`src/rtl/outep_pkg.sv`:
```
package outep_pkg;

  // Two-packet operation needs room for two maximum-size packets.
  function automatic logic dbl_allowed(input int fifo, input int maxp, input logic off);
    return !off && (maxp > 0) && (fifo >= 2 * maxp);
  endfunction

  // Invalid when the maximum is zero, larger than the FIFO, or the FIFO exceeds storage.
  function automatic logic cfg_bad(input int fifo, input int maxp, input int depth);
    return (maxp == 0) || (maxp > fifo) || (fifo > depth);
  endfunction

  // Byte offset of a packet slot.
  function automatic int slot_base(input logic slot, input int maxp);
    return slot ? maxp : 0;
  endfunction

endpackage

```
`src/rtl/outep_mem.sv`:
```
module outep_mem #(
  parameter int DEPTH = 64,
  localparam int AW = $clog2(DEPTH)
) (
  input  logic          clk,
  input  logic          we,
  input  logic [AW-1:0] waddr,
  input  logic [7:0]    wdata,
  input  logic [AW-1:0] raddr,
  output logic [7:0]    rdata
);
  logic [7:0] mem [DEPTH];

  always_ff @(posedge clk) begin
    if (we) mem[waddr] <= wdata;
  end

  assign rdata = mem[raddr];
endmodule

```
`src/rtl/outep_flags.sv`:
```
module outep_flags (
  input  logic       clk,
  input  logic       rst_n,
  input  logic       dbl,
  input  logic       commit,
  input  logic       clr_ev,
  output logic [1:0] occ,
  output logic       ready,
  output logic       full,
  output logic       irq,
  output logic       slot_free
);
  logic [1:0] occ_n;

  assign occ_n = occ + {1'b0, commit} - {1'b0, clr_ev};

  always_ff @(posedge clk or negedge rst_n) begin
    if (!rst_n) begin
      occ   <= 2'd0;
      ready <= 1'b0;
      irq   <= 1'b0;
    end else begin
      occ <= occ_n;
      if (clr_ev) begin
        ready <= 1'b0;
        irq   <= 1'b0;
      end else if (!ready && occ != 2'd0) begin
        ready <= 1'b1;
        irq   <= 1'b1;
      end else begin
        irq   <= 1'b0;
      end
    end
  end

  assign full      = dbl ? (occ == 2'd2) : ready;
  assign slot_free = dbl ? (occ != 2'd2) : (occ == 2'd0);
endmodule

```
`src/rtl/outep_pktbuf.sv`:
```
module outep_pktbuf
  import outep_pkg::*;
#(
  parameter int FIFO_DEPTH = 64,
  localparam int AW = $clog2(FIFO_DEPTH),
  localparam int SW = AW + 1
) (
  input  logic          clk,
  input  logic          rst_n,
  input  logic [SW-1:0] cfg_fifo_bytes,
  input  logic [SW-1:0] cfg_maxpkt,
  input  logic          dbl_off_we,
  input  logic          dbl_off_val,
  input  logic          cfg_autoclr,
  input  logic          pkt_wr,
  input  logic [7:0]    pkt_byte,
  input  logic          pkt_end,
  output logic          can_accept,
  input  logic          rd_en,
  output logic [7:0]    rd_byte,
  output logic [SW-1:0] rd_count,
  input  logic          clr_ready,
  output logic          ready,
  output logic          full,
  output logic          ep_irq,
  output logic          cfg_err,
  output logic          dbl_mode
);
  // Disable register, set out of reset
  logic dbl_off_q;
  always_ff @(posedge clk or negedge rst_n) begin
    if (!rst_n)          dbl_off_q <= 1'b1;
    else if (dbl_off_we) dbl_off_q <= dbl_off_val;
  end

  assign cfg_err  = cfg_bad(int'(cfg_fifo_bytes), int'(cfg_maxpkt), FIFO_DEPTH);
  assign dbl_mode = !cfg_err && dbl_allowed(int'(cfg_fifo_bytes), int'(cfg_maxpkt), dbl_off_q);

  // Named internal events
  logic          commit_ev, clear_ev, auto_ev, rd_ok, wr_ok, take_now;
  logic [1:0]    occ;
  logic          slot_free;

  // Write side state
  logic          in_pkt, taking, wslot;
  logic [SW-1:0] wcnt;
  logic [SW-1:0] len_q [2];

  // Read side state
  logic          rslot;
  logic [SW-1:0] rptr;
  logic [SW-1:0] head_len;
  logic [AW-1:0] waddr, raddr;

  assign can_accept = slot_free && !cfg_err;
  assign take_now   = in_pkt ? taking : can_accept;
  assign wr_ok      = pkt_wr && take_now && (wcnt < cfg_maxpkt);
  assign commit_ev  = pkt_end && take_now;
  assign waddr      = AW'(slot_base(wslot, int'(cfg_maxpkt)) + int'(wcnt));

  always_ff @(posedge clk or negedge rst_n) begin
    if (!rst_n) begin
      in_pkt <= 1'b0;
      taking <= 1'b0;
      wslot  <= 1'b0;
      wcnt   <= '0;
      for (int i = 0; i < 2; i++) len_q[i] <= '0;
    end else if (pkt_end) begin
      in_pkt <= 1'b0;
      wcnt   <= '0;
      if (commit_ev) begin
        len_q[wslot] <= wcnt + SW'(wr_ok);
        wslot        <= dbl_mode ? ~wslot : 1'b0;
      end
    end else if (pkt_wr) begin
      if (!in_pkt) begin
        in_pkt <= 1'b1;
        taking <= can_accept;
      end
      if (wr_ok) wcnt <= wcnt + SW'(1);
    end
  end

  assign head_len = len_q[rslot];
  assign raddr    = AW'(slot_base(rslot, int'(cfg_maxpkt)) + int'(rptr));
  assign rd_ok    = rd_en && ready && (rptr < head_len);
  assign auto_ev  = cfg_autoclr && rd_ok && (head_len == cfg_maxpkt) &&
                    ((rptr + SW'(1)) == head_len);
  assign clear_ev = ready && (clr_ready || auto_ev);

  always_ff @(posedge clk or negedge rst_n) begin
    if (!rst_n) begin
      rslot <= 1'b0;
      rptr  <= '0;
    end else if (clear_ev) begin
      rptr  <= '0;
      rslot <= dbl_mode ? ~rslot : 1'b0;
    end else if (rd_ok) begin
      rptr  <= rptr + SW'(1);
    end
  end

  assign rd_count = head_len;

  outep_mem #(.DEPTH(FIFO_DEPTH)) u_mem (
    .clk   (clk),
    .we    (wr_ok),
    .waddr (waddr),
    .wdata (pkt_byte),
    .raddr (raddr),
    .rdata (rd_byte)
  );

  outep_flags u_flags (
    .clk       (clk),
    .rst_n     (rst_n),
    .dbl       (dbl_mode),
    .commit    (commit_ev),
    .clr_ev    (clear_ev),
    .occ       (occ),
    .ready     (ready),
    .full      (full),
    .irq       (ep_irq),
    .slot_free (slot_free)
  );
endmodule

```
`config.mk`:
```
export PLATFORM = sky130hd
export DESIGN_NAME = outep_pktbuf
export DESIGN_NICKNAME = d
export VERILOG_FILES = /design/src/rtl/outep_pkg.sv /design/src/rtl/outep_mem.sv /design/src/rtl/outep_flags.sv /design/src/rtl/outep_pktbuf.sv
export SDC_FILE = /design/constraint.sdc
export NUM_CORES = 1
export LEC_CHECK = 0
export CAP_MARGIN = 20
export CORE_MARGIN = 2
export CORE_UTILIZATION = 40
export CTS_BUF_LIST = sky130_fd_sc_hd__clkbuf_2 sky130_fd_sc_hd__clkbuf_4 sky130_fd_sc_hd__clkbuf_8
export CTS_CLUSTER_DIAMETER = 120
export DETAILED_ROUTE_END_ITERATION = 7
export PLACE_DENSITY = 0.57
export SLEW_MARGIN = 20
export SYNTH_ARGS = -nofsm -noshare
export SYNTH_HDL_FRONTEND = slang
export SYNTH_HIERARCHICAL = 1
export SYNTH_SLANG_ARGS = --single-unit
```
`constraint.sdc`:
```
create_clock -name clk -period 4.9 [get_ports clk]
set_input_delay 0.98 -clock clk [delete_from_list [all_inputs] [get_ports clk]]
set_output_delay 0.98 -clock clk [all_outputs]
set_load 0.02 [all_outputs]
```
-- After elaboration in Yosys (flattened, before gate mapping)
Memories as Yosys holds them, arrays and structs flattened.
Index checks and enable logic that the tools add are counted.
- register bits after elaboration: 37
- RAM bits: 512
- logic and storage cells: 95
- memories: 1
- memory list (memory ; words ; width ; rd ports ; clocked after memory_dff ; write ports ; RTL line ; source):
    u_mem.mem ; 64 ; 8 ; 1 ; 0 ; 1 ; outep_mem.sv:12 ; logic [7:0] mem [DEPTH];
- add/sub/neg operators: 7
- order comparisons: 9
- eq/ne operators: 4
- mux-type cells: 26
- bitwise logic cells: 5
- reduce and logical (&&, ||, !) cells: 31
- operators with widths (cell ; count):
    2-to-1 mux 7 bit ; 9
    logical AND 1 bit ; 15
    adder 7 x 1 -> 7 bit, second input constant ; 2
    bitwise mux 14 bit ; 1
    equality test 7 bit ; 2
    < comparator 7 bit ; 2
    2-to-1 mux 1 bit ; 13
    adder 6 bit ; 2
    2-to-1 mux 6 bit ; 2
    nonzero test 2 bit ; 5
    >= comparator 7 x 8 -> 1 bit ; 1
    adder 7 x 1 -> 7 bit ; 1
    demux 7 bit (select 1 bit) ; 1
    > comparator 7 x 1 -> 1 bit, second input constant ; 1
    > comparator 7 bit ; 1
    > comparator 7 bit, second input constant ; 1
    logical NOT 7 bit ; 1
    AND reduction 2 bit ; 3
    >= comparator 2 bit, second input constant ; 2
    inverter 1 -> 2 bit ; 2
    logical NOT 1 bit ; 3
    logical OR 1 bit ; 3
    inverter 1 bit ; 3
    adder 2 x 1 -> 2 bit ; 1
    other kinds (5) ; 5

-- Depth between registers and ports, before layout
Gate-level depths: netlist of the first run.
- depth in word-level cells: 13
- gate-level depth with buffers: 18

-- Modules after synthesis
The synthesis of the first run kept the hierarchy.
- modules (own cells, without submodules) (module ; times used ; cells each ; area an instance (um^2) ; seq. area each (um^2)):
    outep_mem ; 1 ; 932 ; 20006.7 ; 15374.7
    outep_pktbuf ; 1 ; 329 ; 3138.0 ; 827.0
    outep_flags ; 1 ; 17 ; 185.2 ; 100.1

-- Worst setup path after synthesis of the first run
No wires, ideal clock.
- path kind: input port to output port
- start point: input port cfg_maxpkt[0]
- end point: output port rd_byte[3]
- data arrival time: 3.806 ns
- path slack: 0.114 ns
- stages on the path: 12
- path through: and2_1 > ha_1 > inv_1 > fa_1 > inv_1 > a21o_1 > a21oi_1 > xnor2_1 > clkbuf_1 > clkbuf_1 > a2111oi_0 > o41ai_1
- word-level cells in the longest chain between the ends: 3
- ends and longest elaborated chain (what ; RTL line ; source):
    from (decl) ; outep_pktbuf.sv:11 ; input logic [SW-1:0] cfg_maxpkt,
    2-to-1 mux 6 bit ; outep_pkg.sv:15 ; return slot ? maxp : 0;
    adder 6 bit ; outep_pktbuf.sv:85 ; assign raddr = AW'(slot_base(rslot, int'(cfg_maxpkt)) + int'(rptr));
    via raddr[4] ; outep_pktbuf.sv:53 ; logic [AW-1:0] waddr, raddr;
    memory (64 x 8 bit) ; -- ;
    to (decl) ; outep_pktbuf.sv:20 ; output logic [7:0] rd_byte,
The timed path passes the listed nets, and every way through them passes these cells.

-- Final worst setup path of the first run
- start point: input port cfg_maxpkt[0]
- end point: output port rd_byte[6]
The elaborated chain is that of the path after synthesis.

==> flow_summary.json, run 1 <==
{
  "status": "completed",
  "grt_pass1_vias": 13373,
  "max_freq_ghz": 0.208,
  "clk_pin_slew_ns": 0.07,
  "track_usage": 0.192,
  "cts_made_buffers": 90,
  "htree_levels": 3,
  "ys_warn_count": 6,
  "route.detailed.wl_per_inst_um": 23.2,
  "worst-path-buf-inv": 6,
  "overflow": 0,
  "synth_top_family_by_area": "multiplexers",
  "fp.dieW_um": 246,
  "cts_root_buf": "clkbuf_8",
  "period_minus_slack_ns": 4.82,
  "ant_nets": 0,
  "place_area_mm2": 0.0261,
  "synth_compound_area_frac": 0.0366,
  "grt_max_degree": 65,
  "critPathKind": "in -> out",
  "place_congestion": 0.831,
  "post-route-period-util": 0.983,
  "cts.path.max_buffers": 3,
  "vias": 12750,
  "netlist_instances": 1278,
  "place_inst": 2236,
  "start_util": 0.404,
  "core.rowCount": 88,
  "required_ns": 3.92,
  "synthXorXnorAreaFrac": 0.0124,
  "antenna_cells": 0,
  "fin_nets": 1649,
  "cp-end-kind": "primary output",
  "startpoint_type": "input port",
  "dp_hpwl_mm": 36.5,
  "design_area_mm2": 0.0284,
  "synth_seq_cells": 549,
  "first_iter_violations": 786,
  "ys.flop_type": "edfxtp_1",
  "cp_slowest_cell": "fa_2",
  "io_buffers": 51,
  "dr.pass1.iters": 5,
  "syn_avg_cell_area_um2": 18.3,
  "drive_gt1_frac": 0.361,
  "syn-cell-area_mm2": 0.0233,
  "power_uw": 11100,
  "min_path_type": "in -> async",
  "worst_pin_slew_ns": 1.21,
  "fp.dieH_um": 246,
  "synth_edf_count": 512,
  "synthMuxAreaShare": 0.153,
  "arrival_ns": 3.84,
  "finalSetupViolations": 0,
  "io_pins": 52,
  "cp_top_family": "multiplexers",
  "drc": 0,
  "cts_hold_buffers": 0,
  "ys_types": 68,
  "critPathMaxFanout": 7,
  "finalMaxSlewViolations": 0,
  "peakVddDrop_mv": 0.255,
  "antenna_found_initial": 0,
  "syn_nets": 1353,
  "final_cells": 2409,
  "cp_cell_sequence": "buf_2 > and2_4 > ha_4 > inv_2 > fa_2 > clkinv_8 > buf_12 > buf_4 > mux4_2 > mux4_2 > nor2_4 > o32ai_4 > buf_4",
  "cap_violations": 0,
  "cts_tree": "yes",
  "ys_seq_area_frac": 0.699,
  "final_util": 0.492,
  "slew_headroom": 0.187,
  "dieArea_mm2": 0.0603,
  "slowest_delay_ns": 0.65,
  "yosys.area_share.simple": 0.0508,
  "finalHoldViolations": 0,
  "core_area_mm2": 0.0577,
  "rsz0062_at_grt": "true",
  "grt_pass1_wl_mm": 84.5,
  "p_leak_uw": 0.00964,
  "power_density_mw_per_mm2": 392,
  "synth-adder-area-share": 0.0242,
  "wl_mm": 55.9,
  "via_per_inst": 5.29,
  "insertion_delay_ns": 0.68,
  "skew_ns": 0.0349,
  "area_growth_syn_to_layout_pct": 21.6,
  "ys_async_sr_fraction": 0.0674,
  "cts.sinks": 549
}
==> repair_timing <==
action                                  4_1_cts  5_1_grt
pin swaps                                    10        8
gates resized for setup                      90       26
endpoints found under the setup margin        8        8
hold endpoints to repair                      0        0
setup buffers                                10        1
cloned                                        3        0
==> cell usage after synthesis, drive strengths merged, types with 13 or more instances <==
cell	number	area [um2]
o21ai	13	68.8
dfrtp	36	901
buf	40	314
inv	45	169
ha	42	526
mux4	126	2840
mux2	34	417
mux2i	30	325
nor3	16	80.1
nand2	37	139
nand3	24	120
nor2	102	383
clkbuf	19	71.3
edfxtp	512	15400
a21oi	22	114
xnor2	31	272
nor2b	19	119
==> area by class of cell <==
| class | count | area [um2] |
|---|---|---|
| fill | 4834 | 29300 |
| sequential | 549 | 16300 |
| multi-input combinational | 625 | 6830 |
| timing repair buffer | 262 | 2310 |
| clock buffer | 116 | 1440 |
| tap | 765 | 957 |
| clock inverter | 46 | 350 |
| inverter | 45 | 181 |
| timing repair inverter | 1 | 6.26 |
==> layer usage <==
| metal | global-route usage | vias to the layer above | share of wire |
|---|---|---|---|
| met5 | 0 | - | 0 |
| met4 | 0.0725 | 0 | 0.025 |
| met3 | 0.0389 | 82 | 0.055 |
| met2 | 0.313 | 346 | 0.49 |
| met1 | 0.254 | 6598 | 0.43 |
| li1 | - | 5724 | - |
==> power by group <==
part / total, uW / switching (uW) / internal (uW) / leakage (uW)
Clock: 4000 / 1800 / 2190 / 0.000935
Sequential: 5190 / 30.2 / 5160 / 0.00510
Combinational: 1930 / 956 / 971 / 0.00361
Total: 11100 / 2790 / 8320 / 0.00964
==> cells by family (layout without fill, tap and decap cells) <==
family	Yosys count	in the layout
AOI/OAI and AO/OA	110	110
xor gates and xnor gates	33	33
buffers and inverters	104	470
muxes	190	190
and+or+nand+nor	248	248
DFF	549	549
adders and majority gates	44	44
==> worst register-to-register path, cell delays in order (launching register included) <==
cell       delay, ns
dfrtp_1         0.37
buf_4           0.25
mux2i_1         0.35
ha_1            0.31
a21oi_2         0.13
nor2_1          0.05
a2111oi_1       0.39
o21ai_2         0.23
nor4_2          0.32
a22o_1          0.49
ha_1            0.33
inv_1           0.05
ha_1            0.15
xnor2_1         0.13
xnor2_1         0.13
==> cell usage in the layout (no fill, tap or decap), types with 26 or more instances in the layout <==
master	synthesis	layout
clkbuf_8	0	91
buf_4	13	192
nor2_1	102	98
inv_1	44	42
mux2i_1	28	26
clkdlybuf4s50_1	0	30
edfxtp_1	512	512
ha_1	42	40
mux4_2	126	126
nand2_1	37	36
xnor2_1	31	27
dfrtp_1	36	36
==> per-stage QoR <==
| stage | TNS [ns] | hold WS, ns | setup WS (ns) |
|---|---|---|---|
| final | 0 | 0.439 | 0.0809 |
| after global routing | -0.0271 | 0.491 | -0.0159 |
| after CTS | -0.0108 | 0.426 | -0.0108 |
| after detailed placement | -6.83 | 0.493 | -0.904 |
| after global placement | -6.90 | 0.484 | -0.934 |
| after floorplan | 0 | 0.470 | 0.114 |
==> final timing paths <==
| path | startpoint | end | slack, ns | depth (start not counted) |
|---|---|---|---|---|
| worst max-delay path | cfg_maxpkt[0] | rd_byte[6] | 0.08 | 13 |
| worst max register to register | rslot | u_flags/occ[1] | 1.13 | 14 |
| worst min-delay path | rst_n | in_pkt | 0.44 | 1 |
| worst min register to register | taking | taking | 0.51 | 1 |
| min in group clk | taking | taking | 0.51 | 1 |
| max in group asynchronous | rst_n | len_q[9] | 3.87 | 1 |
==> sequential cells by signal, indices dropped and copies added, names as in the netlist, 2 cells and up <==
signal	count
len_q	14
rptr	7
u_flags/occ	2
wcnt	7
u_mem/mem	512
(Power assumes the default switching activity.)
==> run 2, diff against run 1 <==
--- a/config.mk
+++ b/config.mk
@@ -7,11 +7,11 @@
 export LEC_CHECK = 0
 export CAP_MARGIN = 20
 export CORE_MARGIN = 2
-export CORE_UTILIZATION = 40
+export CORE_UTILIZATION = 50
 export CTS_BUF_LIST = sky130_fd_sc_hd__clkbuf_2 sky130_fd_sc_hd__clkbuf_4 sky130_fd_sc_hd__clkbuf_8
 export CTS_CLUSTER_DIAMETER = 120
 export DETAILED_ROUTE_END_ITERATION = 7
-export PLACE_DENSITY = 0.57
+export PLACE_DENSITY = 0.68
 export SLEW_MARGIN = 20
 export SYNTH_ARGS = -nofsm -noshare
 export SYNTH_HDL_FRONTEND = slang
==> run 2 against run 1 <==
Effect of this change: power shrank 0.13%; sequential power about the same; worst hold slack got worse by 0.0078 ns; combinational power about the same; via count up 1.3%; largest power group unchanged; global-route usage increased by 3.9 points; clock skew is 0.018 ns higher.
==> flow_summary.json, run 2 (same netlist as run 1, synthesis figures left out) <==
{
  "seqCellArea_mm2": 0.0163,
  "period_minus_slack_ns": 4.84,
  "finalMaxSlewViolations": 0,
  "power_uw": 11100,
  "arrival_ns": 3.86,
  "io_pins": 52,
  "slowest_delay_ns": 0.55,
  "route.detailed.wl_per_inst_um": 24.3,
  "power_density_mw_per_mm2": 396,
  "grt_pass1_vias": 13152,
  "post-route-period-util": 0.988,
  "antenna_found_initial": 0,
  "cp_cell_sequence": "clkdlybuf4s15_1 > nand2_1 > buf_4 > fa_2 > clkinv_4 > buf_12 > buf_16 > mux4_2 > mux4_2 > o21ai_2 > o41ai_2 > buf_4 > buf_2",
  "place_inst": 2053,
  "critPathKind": "in -> out",
  "wl_mm": 54.3,
  "rrSetupSlack_ns": 1.36,
  "cts_hold_buffers": 0,
  "drive_gt1_frac": 0.359,
  "final_cells": 2231,
  "layout_setup_ws_ns": 0.0595,
  "cts.path.max_buffers": 3,
  "nFillCells": 3355,
  "critPathMaxFanout": 10,
  "overflow": 0,
  "peakVddDrop_mv": 0.252,
  "worst_pin_slew_ns": 0.882,
  "slew_headroom": 0.412,
  "vias": 12916,
  "htree_levels": 3,
  "finalHoldViolations": 0,
  "min_path_type": "in -> async",
  "top_regs": "u_mem/mem (512), len_q (14)",
  "area_growth_syn_to_layout_pct": 20.2,
  "cp-endpoint": "rd_byte[3]",
  "layout_commonest_cell": "edfxtp_1",
  "antenna_cells": 0,
  "worst-path-buf-inv": 7,
  "multiInputGateArea_mm2": 0.00680,
  "finalSetupViolations": 0,
  "io_buffers": 51,
  "reg2regPathDepth": 14,
  "place_area_mm2": 0.0257,
  "grt_max_degree": 65,
  "core.rowCount": 79,
  "critical_path_cell_count": 13,
  "fin_nets": 1631,
  "drc": 0,
  "fp.dieH_um": 220,
  "design_area_mm2": 0.0280,
  "first_iter_violations": 1176,
  "track_usage": 0.230,
  "clk_pin_slew_ns": 0.07,
  "grt_pass1_wl_mm": 81.5,
  "core_area_mm2": 0.0463,
  "largest_register_ffs": 512,
  "cp_top_family": "buffers and inverters",
  "crit_start": "cfg_maxpkt[1]",
  "via_per_inst": 5.79,
  "post-place-ws_ns": -0.831,
  "fp.dieW_um": 220,
  "cts_made_buffers": 89,
  "required_ns": 3.92,
  "p_leak_uw": 0.00959,
  "cts.sinks": 549,
  "insertion_delay_ns": 0.68,
  "ant_nets": 0,
  "r2r-end": "u_flags/occ[1]",
  "place_congestion": 0.852,
  "cts_root_buf": "clkbuf_8",
  "startpoint_type": "input port",
  "dr.pass1.iters": 5,
  "layout_common_cells": "edfxtp_1 (512), buf_4 (175), mux4_2 (126)",
  "max_freq_ghz": 0.207,
  "largest_register": "u_mem/mem",
  "status": "completed",
  "start_util": 0.504,
  "cp_slowest_cell": "fa_2",
  "rr_startpoint": "rslot",
  "dp_hpwl_mm": 34.2,
  "dieArea_mm2": 0.0484,
  "skew_ns": 0.0524,
  "cts_tree": "yes",
  "cap_violations": 0,
  "fin_tns_setup_ns": 0,
  "cp-end-kind": "primary output"
}
run 2: cell count changes in the layout (fill, tap and decap cells not counted), sizes merged, moves of 2 or more:
cell           change
buf               -18
clkinvlp           +3
dlymetal6s2s       +2
clkinv            -19
clkbuf            +18
clkdlybuf4s50      -2
inv                -3
run 2: repair_timing:
action,in CTS,in global routing
pin swaps,7,14
cloned,3,1
resized for setup,67,41
buffers inserted,10,6
endpoints found under the hold margin,0,0
setup endpoints to repair,8,10
run 2: worst min-delay path by stage:
| stage | start | end | depth (start not counted) |
|---|---|---|---|
| 2_1_floorplan | taking | taking | 1 |
| 3_3_place_gp | taking | taking | 1 |
| 3_5_place_dp | len_q[11] | len_q[11] | 1 |
| 4_1_cts | rst_n | taking | 1 |
| 5_1_grt | rst_n | taking | 1 |
| 6_report | rst_n | taking | 1 |
run 2: cell type report:
cell class	instances	area share
Clock buffer	132	0.0554
Clock inverter	27	0.00870
Inverter	45	0.00620
Multi-Input combinational cell	625	0.242
Sequential cell	549	0.581
Tap cell	607	0.0271
Timing Repair Buffer	246	0.0789
run 2: per-stage QoR:
| step | hold slack, ns | utilization |
|---|---|---|
| 6_report | 0.432 | 0.606 |
| 5_1_grt | 0.488 | 0.606 |
| 4_1_cts | 0.434 | 0.601 |
| 3_5_place_dp | 0.491 | 0.555 |
| 3_3_place_gp | 0.482 | 0.555 |
| 2_1_floorplan | 0.470 | - |
run 2: power by group:
| part | switching, uW | internal (uW) | total (uW) | leakage [uW] |
|---|---|---|---|---|
| registers | 33.7 | 5160 | 5190 | 0.00510 |
| logic | 947 | 953 | 1900 | 0.00355 |
| clock network | 1760 | 2240 | 4000 | 0.000934 |
| total | 2750 | 8350 | 11100 | 0.00959 |
run 2: metal layers:
metal / vias up / wire (um) / GRT usage / part of all wire
li1: 5675 / - / - / -
met1: 6640 / 22600 / 0.319 / 0.42
met2: 504 / 26400 / 0.373 / 0.49
met3: 97 / 3970 / 0.0439 / 0.073
met4: 0 / 1350 / 0.0736 / 0.025
met5: - / 0 / 0 / 0
